`config.mk`:
```
export PLATFORM = sky130hd
export DESIGN_NAME = sec_attr_unit
export DESIGN_NICKNAME = d
export VERILOG_FILES = /design/src/rtl/sau_pkg.sv /design/src/rtl/sau_region.sv /design/src/rtl/sau_prio.sv /design/src/rtl/sau_fault.sv /design/src/rtl/sec_attr_unit.sv
export SDC_FILE = /design/constraint.sdc
export NUM_CORES = 1
export LEC_CHECK = 0
export BUFFER_PORTS_ARGS = -buffer_cell sky130_fd_sc_hd__buf_2
export CAP_MARGIN = 20
export CORE_MARGIN = 1.5
export CORE_UTILIZATION = 47
export DETAILED_ROUTE_END_ITERATION = 7
export PLACE_DENSITY = 0.65
export SYNTH_ARGS = -nofsm -noshare
export SYNTH_HDL_FRONTEND = slang
export SYNTH_SLANG_ARGS = --single-unit
```
`constraint.sdc`:
```
create_clock -name clk -period 9.9 [get_ports clk]
set_clock_uncertainty 0.2 [all_clocks]
set_input_delay 0.495 -clock clk [delete_from_list [all_inputs] [get_ports clk]]
set_output_delay 0.495 -clock clk [all_outputs]
set_load 0.01 [all_outputs]
```
`src/rtl/sau_pkg.sv`:
```
package sau_pkg;
  typedef enum logic [1:0] {
    ATTR_S   = 2'b00,
    ATTR_NS  = 2'b01,
    ATTR_NSC = 2'b10
  } sau_attr_e;

  localparam int unsigned DATA_W       = 32;
  localparam int unsigned ST_VIOL_BIT  = 3;
  localparam int unsigned ST_AVAL_BIT  = 6;
  localparam int unsigned IDX_CTRL     = 0;
  localparam int unsigned IDX_STATUS   = 1;
  localparam int unsigned IDX_FADDR    = 2;
  localparam int unsigned IDX_WIN0     = 4;
endpackage

```
`src/rtl/sau_region.sv`:
```
module sau_region #(
  parameter int unsigned ADDR_W = 32,
  parameter int unsigned GRAN   = 5
) (
  input  logic                      clk,
  input  logic                      rst_n,
  input  logic                      wr_base,
  input  logic                      wr_limit,
  input  logic [sau_pkg::DATA_W-1:0] wdata,
  input  logic [ADDR_W-1:0]         addr,
  output logic [sau_pkg::DATA_W-1:0] base_word,
  output logic [sau_pkg::DATA_W-1:0] limit_word,
  output logic                      hit,
  output logic                      nsc
);
  localparam int unsigned BLK_W = ADDR_W - GRAN;

  logic [BLK_W-1:0] base_q, base_d;
  logic [BLK_W-1:0] lim_q, lim_d;
  logic             en_q, en_d;
  logic             nsc_q, nsc_d;

  always_comb begin
    base_d = base_q;
    lim_d  = lim_q;
    en_d   = en_q;
    nsc_d  = nsc_q;
    if (wr_base) begin
      base_d = wdata[ADDR_W-1:GRAN];
    end
    if (wr_limit) begin
      lim_d = wdata[ADDR_W-1:GRAN];
      en_d  = wdata[0];
      nsc_d = wdata[1];
    end
  end

  always_ff @(posedge clk or negedge rst_n) begin
    if (!rst_n) begin
      base_q <= '0;
      lim_q  <= '0;
      en_q   <= 1'b0;
      nsc_q  <= 1'b0;
    end else begin
      base_q <= base_d;
      lim_q  <= lim_d;
      en_q   <= en_d;
      nsc_q  <= nsc_d;
    end
  end

  always_comb begin
    base_word                  = '0;
    base_word[ADDR_W-1:GRAN]   = base_q;
    limit_word                 = '0;
    limit_word[ADDR_W-1:GRAN]  = lim_q;
    limit_word[1]              = nsc_q;
    limit_word[0]              = en_q;
  end

  assign hit = en_q && (addr[ADDR_W-1:GRAN] >= base_q) && (addr[ADDR_W-1:GRAN] <= lim_q);
  assign nsc = nsc_q;
endmodule

```
`src/rtl/sau_prio.sv`:
```
module sau_prio #(
  parameter int unsigned NUM_WIN = 4
) (
  input  logic               clk,
  input  logic               rst_n,
  input  logic               unit_en,
  input  logic [NUM_WIN-1:0] hit,
  input  logic [NUM_WIN-1:0] nsc,
  output sau_pkg::sau_attr_e attr
);
  import sau_pkg::*;

  always_comb begin
    attr = ATTR_S;
    if (unit_en) begin
      for (int i = NUM_WIN - 1; i >= 0; i--) begin
        if (hit[i]) begin
          attr = nsc[i] ? ATTR_NSC : ATTR_NS;
        end
      end
    end
  end


  legal_attr_chk: assert property (@(posedge clk) disable iff (!rst_n)
    attr != 2'b11);
endmodule

```
`src/rtl/sau_fault.sv`:
```
module sau_fault #(
  parameter int unsigned ADDR_W = 32
) (
  input  logic                       clk,
  input  logic                       rst_n,
  input  logic                       viol,
  input  logic [ADDR_W-1:0]          addr,
  input  logic                       clr_viol,
  input  logic                       clr_aval,
  output logic [sau_pkg::DATA_W-1:0] status_word,
  output logic [sau_pkg::DATA_W-1:0] faddr_word,
  output logic                       fault_pulse
);
  import sau_pkg::*;

  logic              viol_q, viol_d;
  logic              aval_q, aval_d;
  logic [ADDR_W-1:0] fa_q, fa_d;
  logic              pulse_q, pulse_d;
  logic              fa_en;

  assign fa_en = viol && (!aval_q || clr_aval);

  always_comb begin
    viol_d  = (viol_q && !clr_viol) || viol;
    aval_d  = (aval_q && !clr_aval) || viol;
    fa_d    = fa_en ? addr : fa_q;
    pulse_d = viol;
  end

  always_ff @(posedge clk or negedge rst_n) begin
    if (!rst_n) begin
      viol_q  <= 1'b0;
      aval_q  <= 1'b0;
      fa_q    <= '0;
      pulse_q <= 1'b0;
    end else begin
      viol_q  <= viol_d;
      aval_q  <= aval_d;
      fa_q    <= fa_d;
      pulse_q <= pulse_d;
    end
  end

  always_comb begin
    status_word              = '0;
    status_word[ST_VIOL_BIT] = viol_q;
    status_word[ST_AVAL_BIT] = aval_q;
    faddr_word               = '0;
    faddr_word[ADDR_W-1:0]   = fa_q;
  end
  assign fault_pulse = pulse_q;


  pulse_sets_status_chk: assert property (@(posedge clk) disable iff (!rst_n)
    pulse_q |-> (viol_q && aval_q));


  faddr_hold_chk: assert property (@(posedge clk) disable iff (!rst_n)
    (aval_q && !clr_aval) |=> $stable(fa_q));
endmodule

```
`src/rtl/sec_attr_unit.sv`:
```
module sec_attr_unit #(
  parameter int unsigned NUM_WIN = 4,
  parameter int unsigned ADDR_W  = 32,
  parameter int unsigned GRAN    = 5,
  localparam int unsigned REG_AW = $clog2(sau_pkg::IDX_WIN0 + 2 * NUM_WIN)
) (
  input  logic                       clk,
  input  logic                       rst_n,
  input  logic                       reg_we,
  input  logic [REG_AW-1:0]          reg_idx,
  input  logic [sau_pkg::DATA_W-1:0] reg_wdata,
  output logic [sau_pkg::DATA_W-1:0] reg_rdata,
  input  logic                       chk_valid,
  input  logic                       chk_ns,
  input  logic [ADDR_W-1:0]          chk_addr,
  output logic [1:0]                 chk_attr,
  output logic                       chk_deny,
  output logic                       fault_pulse
);
  import sau_pkg::*;

  // reset: asserted asynchronously, released on a clock edge
  logic rst_meta_q, rst_s_n;
  always_ff @(posedge clk or negedge rst_n) begin
    if (!rst_n) begin
      rst_meta_q <= 1'b0;
      rst_s_n    <= 1'b0;
    end else begin
      rst_meta_q <= 1'b1;
      rst_s_n    <= rst_meta_q;
    end
  end

  // control register
  logic ctrl_en_q, ctrl_en_d, ctrl_wr;
  assign ctrl_wr = reg_we && (reg_idx == REG_AW'(IDX_CTRL));
  always_comb begin
    ctrl_en_d = ctrl_en_q;
    if (ctrl_wr) begin
      ctrl_en_d = reg_wdata[0];
    end
  end
  always_ff @(posedge clk or negedge rst_s_n) begin
    if (!rst_s_n) begin
      ctrl_en_q <= 1'b0;
    end else begin
      ctrl_en_q <= ctrl_en_d;
    end
  end

  // windows
  logic [NUM_WIN-1:0] hit, nsc;
  logic [DATA_W-1:0]  base_words  [NUM_WIN];
  logic [DATA_W-1:0]  limit_words [NUM_WIN];

  for (genvar g = 0; g < NUM_WIN; g++) begin : g_win
    logic wr_b, wr_l;
    assign wr_b = reg_we && (reg_idx == REG_AW'(IDX_WIN0 + 2 * g));
    assign wr_l = reg_we && (reg_idx == REG_AW'(IDX_WIN0 + 2 * g + 1));
    sau_region #(.ADDR_W(ADDR_W), .GRAN(GRAN)) i_region (
      .clk        (clk),
      .rst_n      (rst_s_n),
      .wr_base    (wr_b),
      .wr_limit   (wr_l),
      .wdata      (reg_wdata),
      .addr       (chk_addr),
      .base_word  (base_words[g]),
      .limit_word (limit_words[g]),
      .hit        (hit[g]),
      .nsc        (nsc[g])
    );
  end

  sau_attr_e attr;
  sau_prio #(.NUM_WIN(NUM_WIN)) i_prio (
    .clk     (clk),
    .rst_n   (rst_s_n),
    .unit_en (ctrl_en_q),
    .hit     (hit),
    .nsc     (nsc),
    .attr    (attr)
  );

  assign chk_attr = attr;
  assign chk_deny = chk_valid && chk_ns && (attr == ATTR_S);

  // fault capture
  logic              st_wr;
  logic [DATA_W-1:0] status_word, faddr_word;
  assign st_wr = reg_we && (reg_idx == REG_AW'(IDX_STATUS));

  sau_fault #(.ADDR_W(ADDR_W)) i_fault (
    .clk         (clk),
    .rst_n       (rst_s_n),
    .viol        (chk_deny),
    .addr        (chk_addr),
    .clr_viol    (st_wr && reg_wdata[ST_VIOL_BIT]),
    .clr_aval    (st_wr && reg_wdata[ST_AVAL_BIT]),
    .status_word (status_word),
    .faddr_word  (faddr_word),
    .fault_pulse (fault_pulse)
  );

  // read mux
  always_comb begin
    reg_rdata = '0;
    if (reg_idx == REG_AW'(IDX_CTRL)) begin
      reg_rdata[0] = ctrl_en_q;
    end else if (reg_idx == REG_AW'(IDX_STATUS)) begin
      reg_rdata = status_word;
    end else if (reg_idx == REG_AW'(IDX_FADDR)) begin
      reg_rdata = faddr_word;
    end
    for (int i = 0; i < NUM_WIN; i++) begin
      if (reg_idx == REG_AW'(IDX_WIN0 + 2 * i)) begin
        reg_rdata = base_words[i];
      end
      if (reg_idx == REG_AW'(IDX_WIN0 + 2 * i + 1)) begin
        reg_rdata = limit_words[i];
      end
    end
  end


  secure_never_faults_chk: assert property (@(posedge clk) disable iff (!rst_s_n)
    (!chk_valid || !chk_ns) |=> !fault_pulse);


  disabled_is_secure_chk: assert property (@(posedge clk) disable iff (!rst_s_n)
    !ctrl_en_q |-> (chk_attr == 2'b00));


  deny_only_ns_chk: assert property (@(posedge clk) disable iff (!rst_s_n)
    chk_deny |-> (chk_ns && chk_valid && chk_attr == 2'b00));
endmodule

```
==> results of run 1 <==
[flip-flops by register name (all words and copies together), names as in the netlist, 4 cells and up]
register	cells
g_win.i_region.lim_q	108
i_fault.faddr_word	32
g_win.i_region.en_q	4
g_win.i_region.nsc	4
g_win.i_region.base_q	108
[power by group through the flow]
stage          registers, mW  logic [mW]  clock network, mW
2_1_floorplan           1.41       0.958                  0
3_3_place_gp            1.43        1.26                  0
3_5_place_dp            1.43        1.31                  0
4_1_cts                 1.42        1.33               1.22
5_1_grt                 1.44        1.50               1.25
6_report                1.42        1.34               1.20
[placed cells by master (no fill, tap or decap), types with 7 or more instances in the layout]
cell type | synthesis | layout
a211oi_1 | 13 | 13
nand4_1 | 37 | 37
buf_4 | 0 | 19
o211ai_1 | 9 | 9
a21oi_1 | 178 | 178
nand2_1 | 338 | 338
buf_2 | 12 | 105
o22ai_1 | 47 | 47
a22oi_1 | 14 | 14
clkbuf_16 | 0 | 31
clkinv_2 | 0 | 7
ha_1 | 216 | 216
nand3_1 | 57 | 57
nor2b_1 | 12 | 11
inv_1 | 217 | 217
mux2_2 | 42 | 42
nor3_1 | 8 | 8
o21ai_0 | 293 | 293
o211ai_2 | 30 | 30
nor2_1 | 79 | 72
clkbuf_1 | 117 | 7
o21a_1 | 8 | 8
mux2i_1 | 30 | 30
a21o_1 | 21 | 21
o311ai_2 | 30 | 30
dfrtp_1 | 262 | 260
[path summary, 6_finish.rpt]
| check | startpoint | end | depth (start not counted) |
|---|---|---|---|
| min in group asynchronous | rst_n | rst_s_n$_DFF_PN0_ | 2 |
| setup reg to reg | g_win[1].i_region.lim_q[22]$_DFFE_PN0P_ | i_fault.faddr_word[26]$_DFFE_PN0P_ | 9 |
| hold / removal | chk_addr[5] | i_fault.faddr_word[5]$_DFFE_PN0P_ | 3 |
| setup / recovery | g_win[0].i_region.lim_q[1]$_DFFE_PN0P_ | chk_attr[0] | 12 |
| max in group asynchronous | rst_s_n$_DFF_PN0_ | g_win[2].i_region.lim_q[9]$_DFFE_PN0P_ | 2 |
| hold reg to reg | rst_meta_q$_DFF_PN0_ | rst_s_n$_DFF_PN0_ | 0 |
[area by class of cell]
class	count	area share
Multi-Input combinational cell	1557	0.5184
Clock buffer	44	0.04315
Timing Repair Buffer	133	0.03881
Clock inverter	12	0.007934
Inverter	219	0.04010
Tap cell	518	0.03161
Sequential cell	262	0.3200
[logic make-up (layout without fill, tap and decap cells)]
group	count (synthesis)	after routing	synth area share
AO/OA/AOI/OAI	701	701	0.2464
AND/OR/NAND/NOR	564	564	0.1319
buffers and inverters	363	408	0.07681
flip-flops	262	262	0.3540
adder cells (fa/ha/maj)	216	216	0.1459
multiplexers	75	75	0.04479
other	1	1	0.0002025
[worst min-delay path, cell delays in order]
cell and delay, ns:
buf_2 0.11, nand2_1 0.06, o311ai_2 0.08
[metal layers]
metal  up-vias  global-route usage  routed length [um]
met4         4              0.1218                2622
met1      8022              0.3678               24280
met5         -                   0                  23
met2       540              0.4819               28390
met3       144             0.03822                3152
li1       7727                   -                   -
[per-stage QoR]
| stage | power [mW] | setup WS (ns) | instances | util |
|---|---|---|---|---|
| CTS | 3.960 | 5.125 | 2743 | 0.5280 |
| detailed placement | 2.748 | 5.337 | 2681 | 0.4995 |
| global placement | 2.687 | 5.419 | 2681 | 0.4995 |
| global route | 4.189 | 4.958 | 2745 | 0.5293 |
| finish | 3.959 | 5.073 | 2745 | 0.5293 |
| floorplan | 2.370 | 1.858 | 2182 | - |
==> out/qor.txt, run 1 <==
Outcome: finished clean
Syn Area/Cell: 8.488 sq um
Max-cap violations: 0
Worst Path Arrival: 4.13 ns
Cell variety after synth: 78
H-Tree Depth: 1
Iter 0 DRT Violations: 1,242
Async S/R FF share, synth: 1.000
Gate Count Post-Synth: 2,182
Synth warn: 0
Die Area: 40,610 sq um
Vias in the first global route: 16,090
CTS Buf Count: 31
Grt ovf: 0
Gr usage total: 0.2858
Via count: 16,440
Worst Hold Class: primary input to flop
IO buf count: 106
Share of cells above drive strength 1: 0.1396
Crit path launch type: flop
Hold Buf Count CTS: 6
Post_cts resized: 0
Initial core utilization: 0.4781
Crit-path slowest cell: o41ai_1
Post-synth EDFFs: 0
Largest delay contributor family on the critical path: compound AO/OA/AOI/OAI gates
Routed vias/inst: 5.988
Placed Area: 19,350 sq um
Seq/Total Area, Yosys: 0.3540
Final hold violation count: 0
Cells taking the most area after synthesis: dfrtp_1 35%, ha_1 15%, o21ai_0 7.9%
Sequential power share: 0.358
Internal power: 2.507 mW
DRC viols: 0
Synth area leader: dfrtp_1
TritonCTS clock tree: built
R2R setup slack: 6.14 ns
Switch share: 0.3668
Clock sink count: 262
Slew @ Worst Pin: 1.036 ns
Setup Fix Bufs, Post-CTS: 0
Crit path kind: flop to output port
Design area: 20,500 sq um
Gpl congestion: 0.9105
Post-route clock period utilization: 0.4876
Core Area: 38,740 sq um
Antenna-violating nets left: 0
Fmax: 207.2 MHz
I/O pins: 109
Worst-path fanout max: 33
Root Buffer: clkbuf_16
CTS clk-pin slew, worst paths: 0.06 ns
Max_slew headroom: 0.3065
Worst Path Required: 9.21 ns
Layout area overhead: 10.69%
Largest net degree at the start of global routing: 144
Synthesized area: 18,520 sq um
Area of the multi-input gates: 10,630 sq um
Primary FF master, synth: dfrtp_1
Seq. cell area: 6561 sq um
Worst vdd ir: 146.9 uV
Antenna diodes: 0
Net Switching: 1.452 mW
Top-count cell post-synth: nand2_1
# rows: 72
Die H: 201.5 um
RSZ-0062 raised after global routing: no
Initial antenna violation count: 2
Fill cells: 3,652
Final setup TNS: 0 ns
Syn_nets: 2,471
Yosys reg bits: 262
WL per Instance: 21.30 um
CP peak stage delay: 0.70 ns
Final HPWL DP: 42.04 mm
Combinational power share: 0.338
Final WL: 58.47 mm
Post-synth top area share: 0.3540
DIE WIDTH: 201.5 um
Post-route minimum period: 4.827 ns
First-pass GRT wire length: 90.76 mm
Synth cell count leaders: 338 x nand2_1, 293 x o21ai_0, 262 x dfrtp_1
Hold WS: 0.01505 ns
Worst-case clock buffer depth: 3
Clock network fraction of design power: 0.304
Final setup violation count: 0
DRT Pass-1 Iters: 7
Power Density: 193.1 nW/um^2
Bufs and invs on worst path: 3
Crit. End Element: output port
Total Nets Final: 2,493
Crit path cell chain: inv_1 -> ha_1 -> nor2b_1 -> o31ai_1 -> a211oi_1 -> o41ai_1 -> a31oi_2 -> o2bb2ai_4 -> buf_4 -> nor2_1 -> a221o_1 -> buf_2
Max Transition Viols Final: 0
Worst skew pair latency: 0.58 ns
Leakage power: 9.147 nW
(Power assumes the default switching activity.)
==> run 2, diff against run 1 <==
Settings changed: PLACE_DENSITY 0.65 to 0.68.
Clock period 9.9 ns to 4.4 ns, I/O delays scaled along.
==> run 2 against run 1 <==
Net effect:
- clock power increased by 120%
- setup slack got worse by 4.9 ns
- global-route usage increased by 0.37 points
- first-iteration DRC count increased by 7.6%
- hold slack improved by 0.14 ns
- flip-flop and latch count unchanged
- core utilization increased by 2.0 points
- largest cell class unchanged
- wire length increased by 0.83%
- non-clock buffer count increased by 82
- clock-buffer cell count increased by 6
==> out/qor.txt, run 2 (synthesis results as in run 1) <==
Outcome: finished clean
Final setup violation count: 0 (unchanged)
DIE WIDTH: 201.5 um (unchanged)
Cell mode on critical path: buf_2
Gpl congestion: 0.9368 (+2.9%)
Vias in the first global route: 16,380 (+1.8%)
Hold path start: chk_ns
WL per Instance: 20.85 um (-2.1%)
Slew @ Worst Pin: 0.8557 ns (-0.1808 ns)
Grt ovf: 0 (unchanged)
Switch share: 0.3720 (+0.005129)
Placed Cells: 2,703 (+0.82%)
Total Nets Final: 2,575 (+3.3%)
Power Density: 415.7 nW/um^2 (+120%)
CTS Buf Count: 31 (unchanged)
Placed Area: 19,560 sq um (+1.1%)
Critical path launch point: chk_addr[23]
Clock sink count: 262 (unchanged)
Worst vdd ir: 330.2 uV (+120%)
Internal power: 5.557 mW (+120%)
Layout area overhead: 14.94%
Worst Hold Class: primary input to flop
Final HPWL DP: 43.50 mm (+3.5%)
DRT Pass-1 Iters: 5 (-2)
Share of cells above drive strength 1: 0.1450 (+0.005372)
Gr usage total: 0.2895 (+0.003749)
Iter 0 DRT Violations: 1,337 (+7.6%)
Die Area: 40,610 sq um (unchanged)
Antenna-violating nets left: 0 (unchanged)
Max-cap violations: 0 (unchanged)
Via count: 16,900 (+2.8%)
Crit path cell chain: dlygate4sd3_1 -> buf_2 -> buf_4 -> ha_1 -> and4_1 -> nand4_1 -> nor4_1 -> mux2_1 -> a31oi_2 -> o2bb2a_4 -> a21oi_1 -> nor2_1 -> buf_2
Final WL: 58.95 mm (+0.83%)
Crit path kind: primary input to output port
Final setup TNS: 0 ns (unchanged)
Final Non-Filler Cells: 2,828 (+3.0%)
Reg2reg start: g_win[1].i_region.lim_q[22]$_DFFE_PN0P_
Core Area: 38,740 sq um (unchanged)
Crit-path slowest cell: nor4_1
H-Tree Depth: 1 (unchanged)
I/O pins: 109 (unchanged)
Worst Path Required: 3.98 ns (-5.23 ns)
Max Transition Viols Final: 0 (unchanged)
CP peak stage delay: 0.65 ns (-0.05 ns)
Design area: 21,290 sq um (+3.8%)
Worst-path fanout max: 6 (-82%)
DRC viols: 0 (unchanged)
Initial core utilization: 0.4781 (unchanged)
First-pass GRT wire length: 92.27 mm (+1.7%)
Largest net degree at the start of global routing: 74 (-49%)
Root Buffer: clkbuf_16
Worst Path Arrival: 3.82 ns (-0.31 ns)
Final hold violation count: 0 (unchanged)
Combinational power share: 0.345 (+0.007)
Antenna diodes: 0 (unchanged)
Leakage power: 9.490 nW (+3.8%)
Initial antenna violation count: 0 (-2)
Max_slew headroom: 0.4277 (+0.1212)
Worst-case clock buffer depth: 3 (unchanged)
# rows: 72 (unchanged)
Clock network fraction of design power: 0.292 (-0.012)
Most common cell after layout, fill and taps aside: nand2_1
Tot Pwr: 8.849 mW (+120%)
Worst skew pair latency: 0.59 ns (about the same)
CTS clk-pin slew, worst paths: 0.06 ns (about the same)
Crit path launch type: primary input
Fmax: 235.9 MHz
Sequential power share: 0.363 (+0.005)
Routed vias/inst: 5.975 (-0.22%)
Post-route clock period utilization: 0.9635
Crit. End Element: output port
Die H: 201.5 um (unchanged)
RSZ-0062 raised after global routing: no
IO buf count: 106 (unchanged)
Most frequent cells in the layout: 338 x nand2_1, 293 x o21ai_0, 260 x dfrtp_1, 217 x inv_1, 216 x ha_1
TritonCTS clock tree: built
Post-route minimum period: 4.240 ns
Net Switching: 3.292 mW (+130%)
[run 2: changes by cell type in the layout (fill, tap and decap cells not counted)]
cell,change
buf_12,+4
buf_4,+18
bufinv_16,-4
clkbuf_8,+6
clkinv_2,-4
clkinvlp_4,+3
dlygate4sd3_1,+60
nor4_1,-1
nor4_2,+1
[run 2: path summary, 6_finish.rpt]
check / to / slack [ns] / cells after the start
worst max-delay path: chk_deny / 0.16 / 13
worst min-delay path: i_fault.faddr_word[0]$_DFFE_PN0P_ / 0.15 / 4
worst max register to register: i_fault.faddr_word[27]$_DFFE_PN0P_ / 0.68 / 9
worst min register to register: rst_s_n$_DFF_PN0_ / 0.15 / 0
max in group asynchronous: g_win[0].i_region.lim_q[7]$_DFFE_PN0P_ / 3.07 / 2
min in group asynchronous: i_fault.faddr_word[31]$_DFFE_PN0P_ / 0.16 / 1
[run 2: timing repair]
action / CTS / global route
hold buffers: 65 / 1
setup endpoints to repair: 0 / 1
setup buffers: 0 / 0
gates resized for setup: 0 / 1
hold endpoints to repair: 260 / 8
[run 2: power by group through the flow]
stage          clock network [mW]  logic, mW  registers (mW)
5_1_grt                      2.70       3.42            3.26
6_report                     2.58       3.06            3.21
3_3_place_gp                    0       2.82            3.24
4_1_cts                      2.61       3.01            3.22
3_5_place_dp                    0       2.94            3.26
2_1_floorplan                   0       2.16            3.17
[run 2: layout make-up]
type	count	area, sq um
fillers	3589	17450
clock inverters	7	45.04
inverters	219	822.0
flip-flops and latches	262	6561
well taps	518	648.1
repair buffers	215	1612
clock buffers	50	967.2
multi-input cells	1557	10630
[run 2: metal layers]
metal / GRT usage / vias up / part of all wire
met1: 0.3763 / 8178 / 0.41
li1: - / 7898 / -
met2: 0.4897 / 646 / 0.48
met5: 0 / - / 0
met4: 0.1258 / 0 / 0.050
met3: 0.02948 / 175 / 0.061
[run 2: critical path: cells and delay by family]
family	cells	cell delay, ns
adders and majority gates	1	0.32
and+or+nand+nor	4	1.23
AOI/OAI and AO/OA	3	0.70
buffers and inverters	4	1.09
muxes	1	0.25
[run 2: metrics by stage]
step             util  setup slack, ns  hold WS, ns
2_1_floorplan       -            1.573      -0.2756
3_5_place_dp   0.5050           0.6961      -0.1919
4_1_cts        0.5479           0.1740       0.1548
5_1_grt        0.5496          0.03325       0.1570
6_report       0.5496           0.1604       0.1524
3_3_place_gp   0.5050           0.7743      -0.1950
